[config.mk]
export PLATFORM = sky130hd
export DESIGN_NAME = legacy_map_decoder
export DESIGN_NICKNAME = d
export VERILOG_FILES = /design/src/rtl/lmap_pkg.sv /design/src/rtl/lmap_regs.sv /design/src/rtl/lmap_route.sv /design/src/rtl/legacy_map_decoder.sv
export SDC_FILE = /design/constraint.sdc
export NUM_CORES = 1
export LEC_CHECK = 0
export BUFFER_PORTS_ARGS = -buffer_cell sky130_fd_sc_hd__buf_2
export CAP_MARGIN = 25
export CORE_UTILIZATION = 50
export DETAILED_ROUTE_END_ITERATION = 6
export GPL_ROUTABILITY_DRIVEN = 1
export HOLD_SLACK_MARGIN = 0.03
export PLACE_DENSITY_LB_ADDON = 0.2
export SYNTH_ARGS = -nofsm -noshare
export SYNTH_HDL_FRONTEND = slang
export SYNTH_HIERARCHICAL = 1
export SYNTH_SLANG_ARGS = --single-unit
[constraint.sdc]
create_clock -name clk -period 4.8 [get_ports clk]
set_clock_uncertainty 0.05 [all_clocks]
set_input_delay 0.72 -clock clk [delete_from_list [all_inputs] [get_ports clk]]
set_output_delay 0.72 -clock clk [all_outputs]
set_load 0.1 [all_outputs]
[src/rtl/lmap_pkg.sv]
package lmap_pkg;

    typedef enum logic [1:0] {
        ROUTE_DRAM    = 2'd0,
        ROUTE_BUS     = 2'd1,
        ROUTE_BLOCKED = 2'd2
    } route_t;

    localparam int unsigned NUM_SEG    = 12;
    localparam int unsigned SEG_SHIFT  = 14;
    localparam int unsigned NUM_ATTR_REG = 7;

    localparam logic [19:0] WIN_LO   = 20'hA0000;
    localparam logic [19:0] SHADOW_LO = 20'hC0000;
    localparam logic [19:0] TOP_LO   = 20'hF0000;

    localparam logic [7:0] REG_TOP     = 8'h59;
    localparam logic [7:0] REG_SEG0    = 8'h5A;
    localparam logic [7:0] REG_ATTR_HI = 8'h5F;
    localparam logic [7:0] REG_GFX     = 8'h72;
    localparam logic [7:0] GFX_RESET   = 8'h02;

    localparam int unsigned GFX_OPEN_BIT = 6;
    localparam int unsigned GFX_EN_BIT   = 3;

    function automatic route_t attr_route(input logic [1:0] attr, input logic is_wr);
        route_t r;
        case (attr)
            2'd3:    r = ROUTE_DRAM;
            2'd1:    r = is_wr ? ROUTE_BLOCKED : ROUTE_DRAM;
            default: r = ROUTE_BUS;
        endcase
        return r;
    endfunction

endpackage

[src/rtl/lmap_regs.sv]
module lmap_regs
    import lmap_pkg::*;
(
    input  logic                 clk,
    input  logic                 rst,
    input  logic                 smm_active,
    input  logic                 cfg_we,
    input  logic [7:0]           cfg_addr,
    input  logic [7:0]           cfg_wdata,
    output logic [1:0]           top_attr,
    output logic [NUM_SEG*2-1:0] seg_attr,
    output logic                 gfx_open,
    output logic                 gfx_en,
    output logic                 map_changed
);
    logic [7:0] attr_q [NUM_ATTR_REG];
    logic [7:0] gfx_q;
    logic       smm_q;
    logic       pulse_q;

    logic hit_attr, hit_gfx, trigger;

    assign hit_attr = cfg_we && (cfg_addr >= REG_TOP) && (cfg_addr <= REG_ATTR_HI);
    assign hit_gfx  = cfg_we && (cfg_addr == REG_GFX);
    assign trigger  = hit_attr || hit_gfx || (smm_active != smm_q);

    always_ff @(posedge clk) begin
        smm_q <= smm_active;
        if (rst) begin
            for (int k = 0; k < NUM_ATTR_REG; k++) attr_q[k] <= 8'h00;
            gfx_q   <= GFX_RESET;
            pulse_q <= 1'b0;
        end else begin
            if (hit_attr) attr_q[3'(cfg_addr - REG_TOP)] <= cfg_wdata;
            if (hit_gfx)  gfx_q <= cfg_wdata;
            pulse_q <= trigger;
        end
    end

    assign top_attr    = attr_q[0][5:4];
    assign gfx_open    = gfx_q[GFX_OPEN_BIT];
    assign gfx_en      = gfx_q[GFX_EN_BIT];
    assign map_changed = pulse_q;

    for (genvar g = 0; g < NUM_SEG; g++) begin : g_seg
        localparam int unsigned REG_IDX = 1 + g / 2;
        if (g % 2 == 0) begin : g_even
            assign seg_attr[g*2 +: 2] = attr_q[REG_IDX][1:0];
        end else begin : g_odd
            assign seg_attr[g*2 +: 2] = attr_q[REG_IDX][5:4];
        end
    end
endmodule

[src/rtl/lmap_route.sv]
module lmap_route
    import lmap_pkg::*;
#(
    parameter int unsigned ADDR_W = 32
) (
    input  logic [ADDR_W-1:0]    addr,
    input  logic                 wr,
    input  logic                 smm_active,
    input  logic [1:0]           top_attr,
    input  logic [NUM_SEG*2-1:0] seg_attr,
    input  logic                 gfx_open,
    input  logic                 gfx_en,
    output route_t               route
);
    localparam logic [ADDR_W-1:0] WIN_HI_EXT = ADDR_W'(20'hFFFFF);
    localparam logic [ADDR_W-1:0] WIN_LO_EXT = ADDR_W'(WIN_LO);

    logic [19:0] low;
    logic [19:0] seg_off;
    logic [3:0]  seg_idx;
    logic        in_win;

    assign low     = addr[19:0];
    assign in_win  = (addr >= WIN_LO_EXT) && (addr <= WIN_HI_EXT);
    assign seg_off = low - SHADOW_LO;
    assign seg_idx = seg_off[SEG_SHIFT +: 4];

    always_comb begin
        route = ROUTE_DRAM;
        if (in_win) begin
            if (low >= TOP_LO) begin
                route = attr_route(top_attr, wr);
            end else if (low >= SHADOW_LO) begin
                route = attr_route(seg_attr[seg_idx*2 +: 2], wr);
            end else begin
                route = (gfx_open || (smm_active && gfx_en)) ? ROUTE_DRAM : ROUTE_BUS;
            end
        end
    end
endmodule

[src/rtl/legacy_map_decoder.sv]
module legacy_map_decoder
    import lmap_pkg::*;
#(
    parameter int unsigned ADDR_W = 32
) (
    input  logic              clk,
    input  logic              rst,
    input  logic [ADDR_W-1:0] addr,
    input  logic              wr,
    input  logic              smm_active,
    input  logic              cfg_we,
    input  logic [7:0]        cfg_addr,
    input  logic [7:0]        cfg_wdata,
    output logic [1:0]        route,
    output logic              map_changed
);
    logic [1:0]           top_attr;
    logic [NUM_SEG*2-1:0] seg_attr;
    logic                 gfx_open, gfx_en;
    route_t               route_w;

    lmap_regs u_regs (
        .clk         (clk),
        .rst         (rst),
        .smm_active  (smm_active),
        .cfg_we      (cfg_we),
        .cfg_addr    (cfg_addr),
        .cfg_wdata   (cfg_wdata),
        .top_attr    (top_attr),
        .seg_attr    (seg_attr),
        .gfx_open    (gfx_open),
        .gfx_en      (gfx_en),
        .map_changed (map_changed)
    );

    lmap_route #(.ADDR_W(ADDR_W)) u_route (
        .addr       (addr),
        .wr         (wr),
        .smm_active (smm_active),
        .top_attr   (top_attr),
        .seg_attr   (seg_attr),
        .gfx_open   (gfx_open),
        .gfx_en     (gfx_en),
        .route      (route_w)
    );

    assign route = route_w;
endmodule

==> results of run 1 <==
==> synth_stat cells, types with 2 or more instances <==
| cell type | count |
|---|---|
| sky130_fd_sc_hd__a221oi_1 | 2 |
| sky130_fd_sc_hd__mux2i_1 | 10 |
| sky130_fd_sc_hd__nand2b_1 | 9 |
| sky130_fd_sc_hd__nand3_1 | 4 |
| sky130_fd_sc_hd__or3_1 | 2 |
| sky130_fd_sc_hd__nand4_1 | 4 |
| sky130_fd_sc_hd__or2_2 | 2 |
| sky130_fd_sc_hd__o21bai_1 | 2 |
| sky130_fd_sc_hd__nor4b_1 | 2 |
| sky130_fd_sc_hd__nor3_1 | 11 |
| sky130_fd_sc_hd__a221o_1 | 2 |
| sky130_fd_sc_hd__nor2_1 | 16 |
| sky130_fd_sc_hd__dfxtp_1 | 8 |
| sky130_fd_sc_hd__o2111ai_1 | 2 |
| sky130_fd_sc_hd__a31o_2 | 2 |
| sky130_fd_sc_hd__ha_1 | 3 |
| sky130_fd_sc_hd__inv_1 | 7 |
| sky130_fd_sc_hd__edfxtp_1 | 22 |
| sky130_fd_sc_hd__mux4_2 | 2 |
| sky130_fd_sc_hd__buf_6 | 2 |
| sky130_fd_sc_hd__a21oi_1 | 4 |
| sky130_fd_sc_hd__xnor2_1 | 2 |
| sky130_fd_sc_hd__clkbuf_1 | 2 |
| sky130_fd_sc_hd__and2_1 | 6 |
| sky130_fd_sc_hd__and3_1 | 2 |
| sky130_fd_sc_hd__nand2_1 | 5 |
| sky130_fd_sc_hd__buf_2 | 3 |
| sky130_fd_sc_hd__nor2b_1 | 2 |
==> per-layer routing <==
layer / global-route usage (%) / part of all wire (%) / wire length (microns) / vias up
met5: 0 / 0 / 0 / -
met4: 9.635 / 1.3 / 44 / 0
met3: 5.628 / 5.4 / 187 / 4
met2: 39.25 / 52 / 1789 / 49
met1: 24.26 / 42 / 1451 / 620
li1: - / - / - / 661
==> report_power, final <==
group          switching [uW]  internal [uW]
sequential               3.16            288
clock                    77.1           54.9
combinational            43.0           31.0
total                     123            374
==> worst reg2reg max path: cells and delay by family, from the launching register on <==
kind	cells	cell delay, ps
xor gates and xnor gates	1	140
AOI/OAI and AO/OA	1	90
DFF	1	310
==> worst paths after layout <==
kind	to	slack (ps)
setup / recovery	route[0]	1700
hold / removal	u_regs/gfx_q[6]	420
setup reg to reg	u_regs/map_changed	4080
hold reg to reg	u_regs/gfx_q[6]	420
==> cells by family after synthesis <==
group	synth area share, %
compound gates	8.690
xor+xnor	1.547
fa+ha+maj	2.209
buf+inv	4.639
flops	48.31
mux	10.09
simple gates	24.52
==> final cells by class <==
class | count | area, sq um
clock inverters | 2 | 8.758
flip-flops and latches | 30 | 820.8
inverters | 7 | 26.28
clock buffers | 6 | 41.29
well taps | 44 | 55.05
repair buffers | 39 | 195.2
multi-input cells | 111 | 799.5
fillers | 260 | 1181
==> flip-flops by register name (all words and copies together), names as in the netlist <==
name,cells
u_regs/attr_q,26
u_regs/gfx_q,2
u_regs/map_changed,1
u_regs/smm_q,1
==> per-stage QoR <==
step | hold slack, ps | instances | util (%)
after floorplan | 386.1 | 156 | -
after global placement | 395.6 | 231 | 60.64
after detailed placement | 401.4 | 231 | 60.64
after CTS | 412.5 | 239 | 62.24
after global routing | 448.2 | 239 | 62.24
final | 422.3 | 239 | 62.24
==> results.py, run 1 <==
metrics = {
    "place": {
        "place.gp.congestion": 0.7331,
        "dp_hpwl_mm": 2.779,
        "numPortBuffers": 39,
        "detailedPlace.worstSlack_ps": 1602,
        "post_dp_cell_area_sq_mm": 0.001897,
    },
    "critical_path": {
        "reg2regPathDepth": 2,
        "timing.setup.critical_path_class": "in -> out",
        "worst-endpoint-required_ps": 4030,
        "endpoint_kind": "output port",
        "crit_path_max_fanout": 7,
        "critPathLaunch": "addr[14]",
        "cp-start-kind": "input pin",
        "worst-endpoint-arrival_ps": 2330,
        "crit-reg2reg-launch": "u_regs/smm_q",
        "cp_top_family": "buffers and inverters",
        "critical_path.cell_chain": "buf_2 -> mux4_2 -> nand3b_1 -> o2111ai_1 -> a31oi_1 -> buf_2",
        "crit_path_frequent_cell": "sky130_fd_sc_hd__buf_2",
        "crit_slowest_cell": "sky130_fd_sc_hd__mux4_2",
        "critPathBufInv": 2,
        "timing.critical_path.slowest_cell_delay_ps": 540,
        "crit_cells": 6,
    },
    "layout": {
        "finish.instance_area_sq_mm": 0.001947,
        "final_common_cell": "sky130_fd_sc_hd__buf_2",
        "top_library_cells_by_usage_in_the_layout_fill_and_taps_aside": "sky130_fd_sc_hd__buf_2, sky130_fd_sc_hd__edfxtp_1, sky130_fd_sc_hd__nor2_1",
        "area_delta_synth_final_pct": 14.58,
        "final_nets": 250,
        "num_antenna_cells": 0,
        "drive_gt1_share_pct": 27.18,
    },
    "global_routing": {
        "grt_antenna_before_repair": 0,
        "first_global_vias": 1314,
        "grt_start_max_net_pins": 19,
        "globalRouteOverflowTotal": 0,
        "groute.usage.overall_pct": 21.97,
        "grt_pass1_wl_mm": 5.609,
    },
    "yosys": {
        "synthesized_nets": 212,
        "synth.ff_latch_count": 30,
        "syn-instance-count": 156,
        "synth-seq-area-share_pct": 48.31,
        "netlist_top_cells_area": "sky130_fd_sc_hd__edfxtp_1, sky130_fd_sc_hd__dfxtp_1, sky130_fd_sc_hd__mux2i_1",
        "synth_enable_flop_cells": 22,
        "number_of_different_library_cells_in_the_post_synthesis_netlist": 44,
        "synth_top_cell_by_area": "sky130_fd_sc_hd__edfxtp_1",
        "synth_largest_type_area_fraction_pct": 38.88,
        "avgSynthCellArea_sq_um": 10.89,
        "asr_flop_ratio_synth_pct": 0,
        "synth-warning-count": 6,
        "mappedNetlistArea_sq_mm": 0.001699,
        "synth_flop_cell": "sky130_fd_sc_hd__edfxtp_1",
    },
    "drt": {
        "via_count": 1334,
        "first_iter_violations": 81,
        "wire_per_inst_microns": 14.53,
        "routed_wirelength_mm": 3.472,
        "post_drt_via_cell_ratio": 5.582,
        "drtAntennaViolNets": 0,
        "drt_pre_antenna_iters": 4,
        "post-route-drc-count": 0,
    },
    "clock_network": {
        "tritoncts": "built",
        "postCtsSetupBuffers": 0,
        "clock_latency_ps": 310,
        "clockRootBuffer": "sky130_fd_sc_hd__clkbuf_4",
        "clock_tree.buffer_depth": 2,
        "number_of_buffers_created_by_cts": 5,
        "ctsHoldBuffers": 0,
        "ctsHtreeMaxLevel": 2,
        "post_cts_resize_count": 0,
        "cts.sink_count": 30,
        "cts.reportedPaths.clkPinSlew_ps": 90,
    },
    "flow_run": {
        "drv.max_cap_violation_count": 0,
    },
    "floorplanning": {
        "fp.dieArea_sq_mm": 0.003635,
        "placeableCoreArea_sq_mm": 0.003128,
        "cell_rows": 20,
        "top_level_ports": 56,
        "initial_utilization_pct": 54.32,
        "floorplan.die.width_microns": 60.30,
        "die_h_microns": 60.30,
    },
    "sta": {
        "finalWorstSetupSlack_ps": 1702,
        "max_freq_mhz": 322.8,
        "grt_setup_unrepaired": "no",
        "relSlewSlack_pct": 55.07,
        "finalWorstPathRequiredPeriod_ps": 3098,
        "worst_pin_slew_ps": 670.1,
        "setup-violations-final": 0,
        "period_share_pct": 64.55,
        "slew_viol_final": 0,
        "timing_hold_violations_final": 0,
        "setup_tns_ps": 0,
    },
    "power_and_ir_drop": {
        "p_per_area_mw_per_mm2": 255.2,
        "power_leakage_uw": 0.0007934,
        "worst_ir_drop_vdd_v": 0.0001774,
        "total_power_uw": 496.9,
    },
    "worst_hold_path": {
        "hold-path-cell-count": 2,
        "holdCritPathClass": "reg -> reg",
        "startpoint_of_the_lowest_slack_hold_path": "u_regs/gfx_q[6]",
    },
    "run_status": {
        "run_status": "completed",
    },
}
Power figures use the tool's default switching activity.
==> run 2: changes to the inputs <==
Clock period 4.8 ns to 3.06 ns, I/O delays scaled along.
==> run 2 against run 1 <==
  * Setup slack worse by 1200 ps
  * Clock power is 130% higher
  * Via count is 0.52% higher
==> results.py, run 2 (same netlist as run 1, synthesis figures left out) <==
metrics = {
    "floorplanning": {
        "cell_rows": 20,
        "placeableCoreArea_sq_mm": 0.003128,
        "floorplan.die.width_microns": 60.30,
        "initial_utilization_pct": 54.32,
        "fp.dieArea_sq_mm": 0.003635,
        "die_h_microns": 60.30,
        "top_level_ports": 56,
    },
    "place": {
        "post_dp_cell_area_sq_mm": 0.001911,
        "place.gp.congestion": 0.7486,
        "numPortBuffers": 39,
        "dp_hpwl_mm": 2.608,
    },
    "drt": {
        "drtAntennaViolNets": 0,
        "post-route-drc-count": 0,
        "wire_per_inst_microns": 13.70,
        "routed_wirelength_mm": 3.289,
        "via_count": 1341,
        "post_drt_via_cell_ratio": 5.588,
        "drt_pre_antenna_iters": 5,
        "first_iter_violations": 52,
    },
    "critical_path": {
        "timing.critical_path.slowest_cell_delay_ps": 550,
        "critical_path.cell_chain": "buf_2 -> mux4_2 -> nand3b_1 -> o2111ai_1 -> a31oi_2 -> buf_2",
        "crit_path_max_fanout": 7,
        "timing.setup.critical_path_class": "in -> out",
        "endpoint_kind": "output port",
        "critPathBufInv": 2,
        "crit_path_frequent_cell": "sky130_fd_sc_hd__buf_2",
        "worst-endpoint-arrival_ps": 2050,
        "worst-endpoint-required_ps": 2550,
        "cp-start-kind": "input pin",
        "crit_slowest_cell": "sky130_fd_sc_hd__mux4_2",
        "cp_top_family": "buffers and inverters",
    },
    "global_routing": {
        "grt_pass1_wl_mm": 5.195,
        "grt_start_max_net_pins": 19,
        "first_global_vias": 1211,
        "groute.usage.overall_pct": 20.59,
        "grt_antenna_before_repair": 0,
        "globalRouteOverflowTotal": 0,
    },
    "clock_network": {
        "tritoncts": "built",
        "clockRootBuffer": "sky130_fd_sc_hd__clkbuf_4",
        "postCtsSetupBuffers": 0,
        "clock_latency_ps": 320,
        "ctsHtreeMaxLevel": 2,
        "number_of_buffers_created_by_cts": 5,
        "ctsHoldBuffers": 0,
        "clock_tree.buffer_depth": 2,
        "cts.sink_count": 30,
        "post_cts_resize_count": 0,
        "cts.reportedPaths.clkPinSlew_ps": 80,
    },
    "run_status": {
        "run_status": "completed",
    },
    "sta": {
        "grt_setup_unrepaired": "no",
        "slew_viol_final": 0,
        "max_freq_mhz": 390.3,
        "worst_pin_slew_ps": 564.7,
        "setup_tns_ps": 0,
        "timing_hold_violations_final": 0,
        "relSlewSlack_pct": 62.27,
        "finalWorstPathRequiredPeriod_ps": 2562,
        "period_share_pct": 83.73,
        "setup-violations-final": 0,
    },
    "power_and_ir_drop": {
        "power_leakage_uw": 0.0008132,
        "worst_ir_drop_vdd_v": 0.0002599,
        "p_per_area_mw_per_mm2": 439.6,
    },
    "layout": {
        "layout_top_registers": "u_regs/attr_q: 26 flops, u_regs/gfx_q: 2 flops",
        "finish.instance_area_sq_mm": 0.001988,
        "top_library_cells_by_usage_in_the_layout_fill_and_taps_aside": "sky130_fd_sc_hd__buf_2, sky130_fd_sc_hd__edfxtp_1, sky130_fd_sc_hd__nor2_1",
        "registers.top_by_ff_count": "u_regs/attr_q",
        "largest_register_ffs": 26,
        "layout.filler_cells": 289,
        "final_nets": 251,
        "num_antenna_cells": 0,
        "area_delta_synth_final_pct": 17.01,
        "drive_gt1_share_pct": 29.08,
        "final_common_cell": "sky130_fd_sc_hd__buf_2",
    },
    "worst_hold_path": {
        "holdCritPathClass": "in -> reg",
    },
    "flow_run": {
        "drv.max_cap_violation_count": 0,
    },
}
-- run 2: cell types whose count changed in the layout (fill, tap and decap cells not counted), sizes merged --
cell and change:
buf +1, clkbuf -1, bufinv +1
-- run 2: final timing paths --
path / cells after the start / start / end / slack (ps)
setup / recovery: 6 / addr[14] / route[0] / 500
hold / removal: 1 / smm_active / u_regs/smm_q / 220
setup reg to reg: 2 / u_regs/smm_q / u_regs/map_changed / 2350
hold reg to reg: 2 / u_regs/gfx_q[6] / u_regs/gfx_q[6] / 420
-- run 2: cell type report --
cell class	instances	area, sq um	share of cell area [%]
clock inverters	3	40.04	2.014
flip-flops and latches	30	820.8	41.28
well taps	44	55.05	2.769
repair buffers	40	202.7	10.20
clock buffers	5	37.54	1.888
multi-input cells	111	805.8	40.53
inverters	7	26.28	1.322
-- run 2: per-stage QoR --
stage               hold slack [ps]  setup slack [ps]  utilization, %  cells  power (uW)
finish                        218.7             497.9           63.56    240       874.0
global route                  207.2             400.2           63.56    240       912.9
CTS                           205.9             481.8           63.56    240       882.0
detailed placement            411.1             492.8           61.08    232       581.1
global placement              395.3             491.7           61.08    232       575.8
floorplan                     386.1             278.1               -    156       539.1
-- run 2: metal layers --
metal	global-route usage (%)	up-vias	wire length, microns
met5	0	-	0
met1	23.28	623	1426
met3	6.494	6	205
li1	-	666	-
met2	35.32	46	1613
met4	8.970	0	44
-- run 2: power by group --
part	internal, uW	switching [uW]
Sequential	451	4.35
Clock	169	133
Combinational	48.9	67.1
